==> config.mk <==
export PLATFORM = sky130hd
export DESIGN_NAME = seq_decode_ctrl
export DESIGN_NICKNAME = d
export VERILOG_FILES = /design/src/rtl/seq_decode_ctrl.sv
export SDC_FILE = /design/constraint.sdc
export NUM_CORES = 1
export LEC_CHECK = 0
export ABC_CLOCK_PERIOD_IN_PS = 3550
export CAP_MARGIN = 40
export CELL_PAD_IN_SITES_DETAIL_PLACEMENT = 1
export CELL_PAD_IN_SITES_GLOBAL_PLACEMENT = 2
export CORE_UTILIZATION = 16
export DETAILED_ROUTE_END_ITERATION = 10
export PLACE_DENSITY_LB_ADDON = 0.1
export SYNTH_ARGS = -nofsm -noshare
export SYNTH_HDL_FRONTEND = slang
export SYNTH_SLANG_ARGS = --single-unit
==> constraint.sdc <==
create_clock -name clk -period 3.55 [get_ports clk]
set_clock_uncertainty 0.05 [all_clocks]
set_input_delay 0.71 -clock clk [delete_from_list [all_inputs] [get_ports clk]]
set_output_delay 0.71 -clock clk [all_outputs]
set_load 0.005 [all_outputs]
==> src/rtl/seq_decode_ctrl.sv <==
module seq_decode_ctrl #(
  parameter int SC_W = 4,
  parameter int OP_W = 3,
  parameter int IR_W = 16
) (
  input  logic                 clk,
  input  logic                 rst_n,
  input  logic                 run,
  input  logic [IR_W-1:0]      ir,
  input  logic                 dr_zero,
  output logic [(1<<SC_W)-1:0] t_strobe,
  output logic [(1<<OP_W)-1:0] d_line,
  output logic                 ind,
  output logic                 ar_from_pc,
  output logic                 ir_from_mem,
  output logic                 ar_from_ir,
  output logic                 dr_from_mem,
  output logic                 pc_from_ar,
  output logic                 pc_inc,
  output logic                 rr_exec,
  output logic                 io_exec,
  output logic                 sc_clr,
  output logic                 mem_read
);
  localparam int NT = 1 << SC_W;
  localparam int ND = 1 << OP_W;
  localparam int IND_POS = IR_W - 1;
  localparam int OP_LSB = IR_W - 1 - OP_W;
  localparam int OP_RR = ND - 1;

  logic [SC_W-1:0] step;
  logic [OP_W-1:0] opc;

  assign opc = ir[OP_LSB +: OP_W];

  genvar k;
  generate
    for (k = 0; k < NT; k++) begin : g_tdec
      assign t_strobe[k] = run && (step == SC_W'(k));
    end
    for (k = 0; k < ND; k++) begin : g_ddec
      assign d_line[k] = (opc == OP_W'(k));
    end
  endgenerate

  assign ar_from_pc  = t_strobe[0];
  assign ir_from_mem = t_strobe[1];
  assign ar_from_ir  = t_strobe[2];
  assign dr_from_mem = t_strobe[4] & (d_line[0] | d_line[1] | d_line[2] | d_line[6]);
  assign pc_from_ar  = (t_strobe[4] & d_line[4]) | (t_strobe[5] & d_line[5]);
  assign pc_inc      = t_strobe[1] | (t_strobe[6] & d_line[6] & dr_zero);
  assign rr_exec     = t_strobe[3] & d_line[OP_RR] & ~ind;
  assign io_exec     = t_strobe[3] & d_line[OP_RR] & ind;
  assign sc_clr      = rr_exec | io_exec;
  assign mem_read    = ir_from_mem | dr_from_mem;

  always_ff @(posedge clk or negedge rst_n) begin
    if (!rst_n) begin
      step <= '0;
      ind  <= 1'b0;
    end else if (run) begin
      step <= sc_clr ? '0 : step + 1'b1;
      if (t_strobe[2]) ind <= ir[IND_POS];
    end
  end
endmodule


* Word-level counts from Yosys, hierarchy flattened
Cells that the tools add are included.
Cells by class: shifts and indexed selects 0, bitwise operators 16, add/subtract/negate cells 1, mux-type cells 1, reductions and logical operators 19, eq/ne operators 22, $mul 0, div/mod/pow operators 0, order comparisons 0
Operators by type and width (number):
- equality test 4 bit, second input constant | 8
- equality test 4 x 3 -> 1 bit, second input constant | 4
- logical AND 1 bit | 16
- equality test 3 bit, second input constant | 4
- AND 1 bit | 8
- equality test 4 x 2 -> 1 bit, second input constant | 2
- OR 1 bit | 7
- equality test 3 x 2 -> 1 bit, second input constant | 2
- adder 4 x 1 -> 4 bit, second input constant | 1
- equality test 4 x 1 -> 1 bit, second input constant | 1
- zero test 4 bit | 1
- two-way mux 4 bit | 1
- equality test 3 x 1 -> 1 bit, second input constant | 1
- zero test 3 bit | 1
- AND reduction 2 bit | 1
- inverter 1 bit | 1
Storage, ports and cells: ROM bits 0, bits of input ports 20, bits in writable memories 0, memories 0, register bits after elaboration 5, latch bits 0, word-level logic and storage cells 61

* Depth between registers and ports, before layout
Gate-level depths: netlist of the first run.
depth after elaboration 6, gate-level depth with buffers 5

* Worst setup path before layout of the first run
OpenSTA, ideal clock, no wires.
path type input -> output, from in ir[14], to out pc_from_ar, setup slack 1489 ps, data required time 2790 ps, stages 3, arrival time 1301 ps, cells stage by stage buf_4 -> or3b_1 -> o22ai_2
On the way: cells in the longest elaborated chain, start to end 3, elaborated cells between the ends (all ways) 5, classes of those cells eq/ne: 2; bitwise: 3
RTL lines:
- from (decl) | RTL line 9 | input logic [IR_W-1:0] ir,
- equality test 3 bit | RTL line 42 | assign d_line[k] = (opc == OP_W'(k));
- AND 1 bit | RTL line 50 | assign pc_from_ar = (t_strobe[4] & d_line[4]) | (t_strobe[5] & d_line[5]);
- OR 1 bit (*) | RTL line 50
- to (decl) | RTL line 18 | output logic pc_from_ar,
Every way passes the cells marked *; elsewhere a longest branch is shown, timed or not.

* Worst setup path in the final report of the first run
from in run, to out io_exec
On the way: cells in the longest elaborated chain, start to end 3
RTL lines:
- from (decl) | RTL line 8 | input logic run,
- logical AND 1 bit | RTL line 39 | assign t_strobe[k] = run && (step == SC_W'(k));
- AND 1 bit (2 in a row) | RTL line 53 | assign io_exec = t_strobe[3] & d_line[OP_RR] & ind;
- to (decl) | RTL line 21 | output logic io_exec,
No other way between the ends.

==> out/qor.csv, run 1 <==
stage,metric,value,unit
outcome,status,"complete, no violations",
clock_tree,cts.sink_count,5,
setup_path,start_kind,primary input,
yosys,synth_area_per_cell,8.31,um^2
yosys,ys_async_sr_fraction,100,%
grt,track_usage,9.42,%
timing,slew_headroom,70.5,%
yosys,synth_top_family_by_area,simple AND/OR/NAND/NOR gates,
yosys,synth-edff-count,0,
layout,final_nets,141,
timing,post-route-period-util,90.3,%
clock_tree,cts_tree,done,
power,comb_power_share,53.9,%
yosys,synth_fa_ha_area_share,7.92,%
clock_tree,cts_root_buf,clkbuf_8,
place,dp_hpwl,1520,um
layout,area_delta_synth_final,75.4,%
layout,antenna_cells,0,
grt,antenna_found_initial,0,
grt,busiest_layer,met2,
die,ioPinCount,55,
yosys,yosys-top-cells-area,"dfrtp_1 (20%), buf_4 (8.3%), ha_1 (7.9%)",
yosys,netlist_area,632,um^2
die,rows,22,
layout,layout.cells.non_filler,164,
setup_path,crit_start,run,
power,power.share.clock,18.6,%
place,post-place-cells,160,
power,internal_power,0.000341,W
timing,period_needed,3.20,ns
min_path,hold_start,ind,
setup_path,crit_type,in2out,
clock_tree,post_cts_buffers,0,
clock_tree,path_clk_slew,0.03,ns
place,gp_congestion,0.647,
yosys,synth_top_area_share,19.8,%
timing,whs,0.511,ns
power,p_sw_share,38.1,%
timing,setup_viol,0,
clock_tree,cts_hold_buffers,0,
yosys,synth_most_common_cell,nor2_1,
die,core,3720,um^2
route,wl,1850,um
yosys,syn-num-nets,100,
grt,grtUsageMet1,11.2,%
power,peakVddDrop,262,uV
grt,grt_max_degree,17,
grt,use_met3,1.23,%
route,drtIter0Drc,8,
route,final_antenna_net_count,0,
grt,grt_first_pass_wirelength,3100,um
yosys,ys_ff_latch,5,
grt,first_global_vias,659,
grt,grt-ovfl-total,0,
clock_tree,clock_latency,0.22,ns
yosys,yosysTopAreaCell,dfrtp_1,
die,fp.dieH,64.8,um
yosys,synth_xor_area_share,2.77,%
yosys,synthFlopType,dfrtp_1,
route,num_vias,675,
clock_tree,clockBufferDepth,2,
yosys,synthMuxAreaShare,5.74,%
timing,fmax,0.312,GHz
route,post_drt_wl_per_cell,11.3,um
route,remaining_drc_errors,0,
place,portBuffers,42,
power,p_sw,0.000210,W
die,initial_core_util,17.0,%
power,leakagePower,0.466,nW
power,power_density,497,nW/um^2
timing,drv_slew,0,
timing,finalSetupTns,0,ns
yosys,syn_inst,76,
die,die_x,64.8,um
power,seqPwrFrac,27.4,%
die,dieArea,4200,um^2
timing,rsz0062_at_grt,no,
clock_tree,numCtsBuffers,3,
yosys,yosysWarnings,0,
timing,finalHoldViolCount,0,
setup_path,r2r_start,step[0],
grt,grt_use_met2,16.7,%
setup_path,path_max_fanout,10,
route,viasPerCell,4.12,
yosys,synth_cell_types,31,
route,first_pass_iters,4,
yosys,synth_compound_area_share,8.91,%
clock_tree,cts.htree.levels,1,
setup_path,crit_arrival,2.44,ns
layout,layout-drive-gt1-share,11.2,%
clock_tree,cts_resized,0,
yosys,synth-simple-area-share,41.2,%
yosys,synth_common_cells,"nor2_1 (12), buf_4 (7), nand2_1 (7), inv_1 (6), dfrtp_1 (5)",
min_path,hp-class,reg2reg,
flow_run,drv_cap,0,
yosys,ys_seq_area_share,19.8,%
setup_path,worstPathRequired,2.79,ns
timing,worst_pin_slew,0.443,ns
setup_path,end_kind,output pin,
flip-flops by register name, summed over array words and instances (netlist names):
register and flops:
step 4, ind 1
cells in the final DEF (no fill, tap or decap), types with 2 or more instances in the layout:
| master | count |
|---|---|
| clkdlybuf4s50_1 | 42 |
| nor2_1 | 12 |
| nand2_1 | 7 |
| inv_1 | 6 |
| dfrtp_1 | 5 |
| ha_1 | 4 |
| and3_1 | 3 |
| nand2b_1 | 3 |
| nor3b_1 | 3 |
| a21oi_1 | 3 |
| clkbuf_8 | 3 |
| and4bb_1 | 2 |
| xnor2_1 | 2 |
| buf_4 | 2 |
critical path, stage by stage:
cell,delay (ns)
clkdlybuf4s50_1,0.68
and4bb_1,0.36
and3_1,0.18
clkdlybuf4s50_1,0.50
power groups by stage:
stage / clock network, W / registers (W) / logic [W]
floorplan: 0 / 0.000114 / 0.000217
global placement: 0 / 0.000151 / 0.000302
detailed placement: 0 / 0.000152 / 0.000304
CTS: 0.000104 / 0.000151 / 0.000306
global route: 0.000111 / 0.000158 / 0.000336
finish: 0.000103 / 0.000151 / 0.000297
logic make-up after synthesis:
logic type                 after synthesis
xor gates and xnor gates                 2
muxes                                    3
buffers and inverters                   14
adders and majority gates                4
DFF                                      5
AOI/OAI and AO/OA                        7
and+or+nand+nor                         41
layout make-up:
class                      instances  area [um^2]
inverter                           6         22.5
timing repair buffer              44          435
multi-input combinational         57          420
clock buffer                       4         45.0
fill                             443         2610
sequential                         5          125
tap                               48         60.1
final timing paths:
path                       cells after the start      end  slack [ns]
max                                            4  io_exec        0.35
min                                            1      ind        0.51
max reg2reg                                    4      ind        2.04
min reg2reg                                    1      ind        0.51
max in group asynchronous                      1      ind        2.61
min in group asynchronous                      1  step[3]        0.66
through the flow:
stage,worst slack (ns),util (%),total power (W),area [um^2]
6_report,0.346,29.8,0.000551,1110
3_5_place_dp,0.312,28.6,0.000456,1060
5_1_grt,0.212,29.8,0.000605,1110
2_1_floorplan,1.49,-,0.000330,632
3_3_place_gp,0.283,28.6,0.000452,1060
4_1_cts,0.308,29.8,0.000561,1110
layer usage:
metal | wire length, um | part of all wire [%] | up-vias
met3 | 74 | 4.0 | 2
met4 | 12 | 0.65 | 0
met1 | 828 | 45 | 317
met2 | 938 | 51 | 23
li1 | - | - | 333
met5 | 0 | 0 | -
(Power assumes the default switching activity.)
==> run 2: changes to the inputs <==
Settings changed: PLACE_DENSITY set to 0.88, PLACE_DENSITY_LB_ADDON 0.1 to unset.
==> run 2 against run 1 <==
Final area is 0.68% lower. Sequential power hardly changed. Setup slack worse by 0.073 ns. Non-clock buffer count is 1 lower. Combinational power hardly changed. Count of clock-buffer cells in the layout stayed put. Via count is 0.44% lower. Flip-flop and latch count stayed put. Fmax is 2.2% lower. Sequential share of layout area is 0.077 points higher. Die area stayed put. Final cell count is 0.61% lower.
==> out/qor.csv, run 2 (synthesized netlist as in run 1, its figures left out) <==
stage,metric,value,unit,change
route,wl,1820,um,-1.8%
route,post_drt_wl_per_cell,11.2,um,-1.2%
grt,track_usage,9.17,%,-0.25 points
clock_tree,cts.sink_count,5,,unchanged
timing,drv_slew,0,,unchanged
clock_tree,cts_tree,done,,
die,die_x,64.8,um,unchanged
power,peakVddDrop,247,uV,-5.6%
route,first_pass_iters,4,,unchanged
die,core,3720,um^2,unchanged
power,leakagePower,0.462,nW,-1.0%
setup_path,r2r_cells,4,,unchanged
place,post-place-cells,159,,-0.63%
timing,setup_viol,0,,unchanged
setup_path,worstPathRequired,2.79,ns,about the same
min_path,min_to,ind,,
route,num_vias,672,,-0.44%
layout,multi_input_comb_area,420,um^2,unchanged
power,p_total,0.000553,W,+0.28%
layout,layout.cells.non_filler,163,,-0.61%
timing,worst_pin_slew,0.430,ns,-0.0128 ns
route,final_antenna_net_count,0,,unchanged
setup_path,start_kind,primary input,,
timing,slew_headroom,71.3,%,+0.86 points
clock_tree,numCtsBuffers,3,,unchanged
grt,grt-ovfl-total,0,,unchanged
clock_tree,cts.htree.levels,1,,unchanged
layout,layout-drive-gt1-share,10.4,%,-0.77 points
layout,top_register,step,,
timing,finalHoldViolCount,0,,unchanged
layout,reg.largest.list,"step: 4 flops, ind: 1 flops",,
flow_run,drv_cap,0,,unchanged
setup_path,r2r-end,ind,,
layout,final_nets,140,,-0.71%
layout,layout_common_cells,"clkdlybuf4s50_1 (42), nor2_1 (12), nand2_1 (7)",,
min_path,hp-class,reg2reg,,
outcome,status,"complete, no violations",,
min_path,hold_depth,1,,unchanged
setup_path,crit_type,in2out,,
layout,seq_area,125,um^2,unchanged
setup_path,r2r_start,step[0],,
layout,final_common_cell,clkdlybuf4s50_1,,
clock_tree,cts_root_buf,clkbuf_8,,
route,remaining_drc_errors,0,,unchanged
route,drtIter0Drc,17,,+9
timing,fmax,0.305,GHz,-2.2%
setup_path,path_max_fanout,13,,+3
min_path,hold_start,ind,,
layout,largest_register_ffs,4,,unchanged
place,dp_hpwl,1510,um,-0.84%
place,portBuffers,42,,unchanged
clock_tree,clock_latency,0.22,ns,about the same
grt,antenna_found_initial,0,,unchanged
setup_path,crit_arrival,2.52,ns,+0.08 ns
timing,period_needed,3.28,ns,+0.0732 ns
timing,finalSetupTns,0,ns,unchanged
clock_tree,clockBufferDepth,2,,unchanged
die,ioPinCount,55,,unchanged
die,rows,22,,unchanged
place,gp_congestion,0.689,,+6.6%
place,dpl_cell_area,1060,um^2,-0.71%
clock_tree,post_cts_buffers,0,,unchanged
clock_tree,cts_resized,0,,unchanged
grt,grt_first_pass_wirelength,2970,um,-4.2%
layout,final.fill_count,434,,-2.0%
timing,post-route-period-util,92.3,%,+2.1 points
timing,whs,0.505,ns,-0.00590 ns
clock_tree,cts_hold_buffers,0,,unchanged
die,initial_core_util,17.0,%,unchanged
clock_tree,path_clk_slew,0.03,ns,about the same
die,dieArea,4200,um^2,unchanged
layout,area_delta_synth_final,74.3,%,
grt,grt_max_degree,17,,unchanged
setup_path,end_kind,output pin,,
layout,antenna_cells,0,,unchanged
timing,rsz0062_at_grt,no,,
setup_path,ff2ff_setup_slack,2.08,ns,+0.04 ns
route,viasPerCell,4.12,,+0.17%
layout,final_area,1100,um^2,-0.68%
grt,first_global_vias,626,,-5.0%
die,fp.dieH,64.8,um,unchanged
power,power_density,502,nW/um^2,+0.96%
[run 2: cell count changes in the layout (fill, tap and decap cells not counted), sizes merged]
cell / delta
buf: -1
[run 2: report_power, final]
part	internal, W	switching (W)	leakage (nW)	total, W
Clock	0.0000773	0.0000298	0.0228	0.000107
Sequential	0.0000868	0.0000611	0.0591	0.000148
Combinational	0.000177	0.000121	0.380	0.000298
[run 2: metrics by stage]
stage	setup slack [ns]	utilization [%]
finish	0.273	29.6
global route	0.148	29.6
CTS	0.248	29.6
detailed placement	0.270	28.4
global placement	0.298	28.4
floorplan	1.49	-
[run 2: final cells by class]
cell class | instances | share of cell area (%)
tap | 48 | 5.45
inverter | 6 | 2.05
sequential | 5 | 11.4
multi-input combinational | 57 | 38.2
timing repair buffer | 43 | 38.9
clock buffer | 4 | 4.09
[run 2: how the worst max path moves through the flow]
| stage | startpoint | endpoint | slack, ns | cells after the start |
|---|---|---|---|---|
| 2_1_floorplan | ir[14] | pc_from_ar | 1.49 | 3 |
| 3_3_place_gp | run | rr_exec | 0.30 | 4 |
| 3_5_place_dp | run | rr_exec | 0.27 | 4 |
| 4_1_cts | run | rr_exec | 0.25 | 4 |
| 5_1_grt | run | rr_exec | 0.15 | 4 |
| 6_report | run | rr_exec | 0.27 | 4 |
[run 2: worst max-delay path, cell delays in order]
cell and delay (ns):
clkdlybuf4s50_1 0.73, and4bb_1 0.39, and3b_1 0.19, clkdlybuf4s50_1 0.50
[run 2: layer usage]
metal	up-vias	GRT usage [%]	wire length, um
met2	27	16.1	951
met3	2	2.29	99
met1	310	10.6	746
li1	333	-	-
met5	-	0	0
met4	0	3.33	22
==> run 3: changes to the inputs <==
Settings changed: GPL_TIMING_DRIVEN set to 0.
==> run 3 against run 2 <==
Register-to-register slack barely moved. Fmax up 5.8%. Global-route usage increased by 0.47 points. Final cell count grew 3.7%. Die area unchanged. Non-clock buffer count increased by 6. Critical path type unchanged. Total power grew 4.6%. Via count rose by 2.7%. Sequential power is 18% lower. Largest cell class unchanged. Hold slack gained 0.00066 ns. Combinational power increased by 18%. Core utilization is 1.2 points higher.
==> out/qor.csv, run 3 (synthesized netlist as in run 1, its figures left out) <==
stage,metric,value,unit,change
layout,reg.largest.list,"step: 4 flops, ind: 1 flops",,
clock_tree,cts_tree,done,,
layout,final.fill_count,447,,+3.0%
grt,grtUsageMet1,10.6,%,+0.083 points
setup_path,slowest_delay,0.56,ns,-0.17 ns
clock_tree,post_cts_buffers,0,,unchanged
grt,grt_first_pass_wirelength,3160,um,+6.5%
place,dp_hpwl,1550,um,+3.1%
clock_tree,numCtsBuffers,3,,unchanged
min_path,hp-class,reg2reg,,
setup_path,path_max_fanout,10,,-3
min_path,hold_depth,1,,unchanged
place,portBuffers,41,,-2.4%
layout,area_delta_synth_final,81.6,%,
die,rows,22,,unchanged
layout,final_common_cell,clkdlybuf4s50_1,,
setup_path,crit_arrival,2.34,ns,-0.18 ns
clock_tree,cts_root_buf,clkbuf_8,,
route,wl,1910,um,+5.1%
layout,layout.cells.non_filler,169,,+3.7%
power,p_total,0.000578,W,+4.6%
outcome,status,"complete, no violations",,
timing,rsz0062_at_grt,no,,
min_path,hold_start,ind,,
timing,worst_pin_slew,0.250,ns,-0.179 ns
place,post-place-cells,165,,+3.8%
grt,grt_use_met2,17.7,%,+1.6 points
setup_path,crit_type,in2out,,
grt,first_global_vias,686,,+9.6%
timing,finalSetupTns,0,ns,unchanged
setup_path,end_kind,output pin,,
grt,grt-ovfl-total,0,,unchanged
grt,track_usage,9.64,%,+0.47 points
route,drtIter0Drc,9,,-8
die,fp.dieH,64.8,um,unchanged
layout,final_nets,146,,+4.3%
timing,post-route-period-util,87.2,%,-5.1 points
grt,grt_max_degree,11,,-6
setup_path,r2r_cells,4,,unchanged
timing,period_needed,3.10,ns,-0.180 ns
grt,antenna_found_initial,0,,unchanged
die,ioPinCount,55,,unchanged
timing,fmax,0.323,GHz,+5.8%
power,power_density,504,nW/um^2,+0.36%
layout,multi_input_comb_area,420,um^2,unchanged
clock_tree,cts_resized,0,,unchanged
layout,layout-drive-gt1-share,15.7,%,+5.3 points
setup_path,start_kind,primary input,,
route,final_antenna_net_count,0,,unchanged
power,peakVddDrop,194,uV,-21%
setup_path,crit_top_cell,clkdlybuf4s50_1,,
clock_tree,cts_hold_buffers,0,,unchanged
route,post_drt_wl_per_cell,11.3,um,+1.4%
layout,seq_area,125,um^2,unchanged
clock_tree,cts.sink_count,5,,unchanged
route,num_vias,690,,+2.7%
route,first_pass_iters,2,,-2
setup_path,ff2ff_setup_slack,2.08,ns,about the same
setup_path,worstPathRequired,2.79,ns,about the same
timing,setup_viol,0,,unchanged
die,die_x,64.8,um,unchanged
setup_path,cp_cell_sequence,"clkdlybuf4s50_1, buf_4, nand4b_2, o21bai_1, clkdlybuf4s50_1",,
setup_path,crit_slowest_cell,clkdlybuf4s50_1,,
layout,antenna_cells,0,,unchanged
die,core,3720,um^2,unchanged
timing,slew_headroom,83.3,%,+12 points
clock_tree,cts.htree.levels,1,,unchanged
power,leakagePower,0.495,nW,+7.1%
grt,busiest_layer,met2,,
place,gp_congestion,0.694,,+0.64%
die,initial_core_util,17.0,%,unchanged
timing,finalHoldViolCount,0,,unchanged
clock_tree,path_clk_slew,0.04,ns,about the same
layout,largest_register_ffs,4,,unchanged
clock_tree,clockBufferDepth,2,,unchanged
timing,drv_slew,0,,unchanged
layout,layout_common_cells,"clkdlybuf4s50_1 (41), nor2_1 (12), buf_4 (7), nand2_1 (7), inv_1 (6)",,
route,remaining_drc_errors,0,,unchanged
layout,fin_util,30.9,%,+1.2 points
die,dieArea,4200,um^2,unchanged
setup_path,r2r_start,step[0],,
route,viasPerCell,4.08,,-0.97%
timing,whs,0.506,ns,+0.000662 ns
flow_run,drv_cap,0,,unchanged
layout,top_register,step,,
grt,use_met3,1.76,%,-0.53 points
clock_tree,clock_latency,0.22,ns,about the same
min_path,min_to,ind,,
setup_path,r2r-end,ind,,
run 3: cell count changes in the layout (fill, tap and decap cells not counted), sizes merged:
cell and change:
clkdlybuf4s50 -1, buf +7
run 3: per-layer routing:
layer / vias up / wire length (um)
met5: - / 0
met4: 0 / 21
met3: 2 / 90
met2: 26 / 989
met1: 317 / 811
li1: 345 / -
run 3: how the worst max path moves through the flow:
stage | cells past startpoint | slack [ns] | to | start
after floorplan | 3 | 1.49 | pc_from_ar | ir[14]
after global placement | 5 | 0.42 | pc_from_ar | run
after detailed placement | 5 | 0.43 | pc_from_ar | run
after CTS | 5 | 0.43 | pc_from_ar | run
after global routing | 5 | 0.31 | pc_from_ar | run
final | 5 | 0.45 | mem_read | run
run 3: layout make-up:
| cell class | instances | area share [%] |
|---|---|---|
| clock buffer | 4 | 3.93 |
| tap | 48 | 5.23 |
| sequential | 5 | 10.9 |
| buffer | 8 | 5.56 |
| multi-input combinational | 57 | 36.6 |
| timing repair buffer | 41 | 35.8 |
| inverter | 6 | 1.96 |
run 3: through the flow:
| step | worst slack [ns] | instance area [um^2] |
|---|---|---|
| global route | 0.314 | 1150 |
| floorplan | 1.49 | 632 |
| global placement | 0.423 | 1100 |
| CTS | 0.429 | 1150 |
| finish | 0.453 | 1150 |
| detailed placement | 0.430 | 1100 |
run 3: worst max-delay path: cells and delay by family:
| kind | cells | cell delay, ns |
|---|---|---|
| buffers and inverters | 3 | 1.29 |
| AOI/OAI and AO/OA | 1 | 0.17 |
| and+or+nand+nor | 1 | 0.16 |
run 3: power breakdown:
group          internal (W)  switching, W  leakage [nW]
Combinational      0.000198      0.000154         0.413
Clock             0.0000771     0.0000286        0.0228
Sequential        0.0000873     0.0000341        0.0591
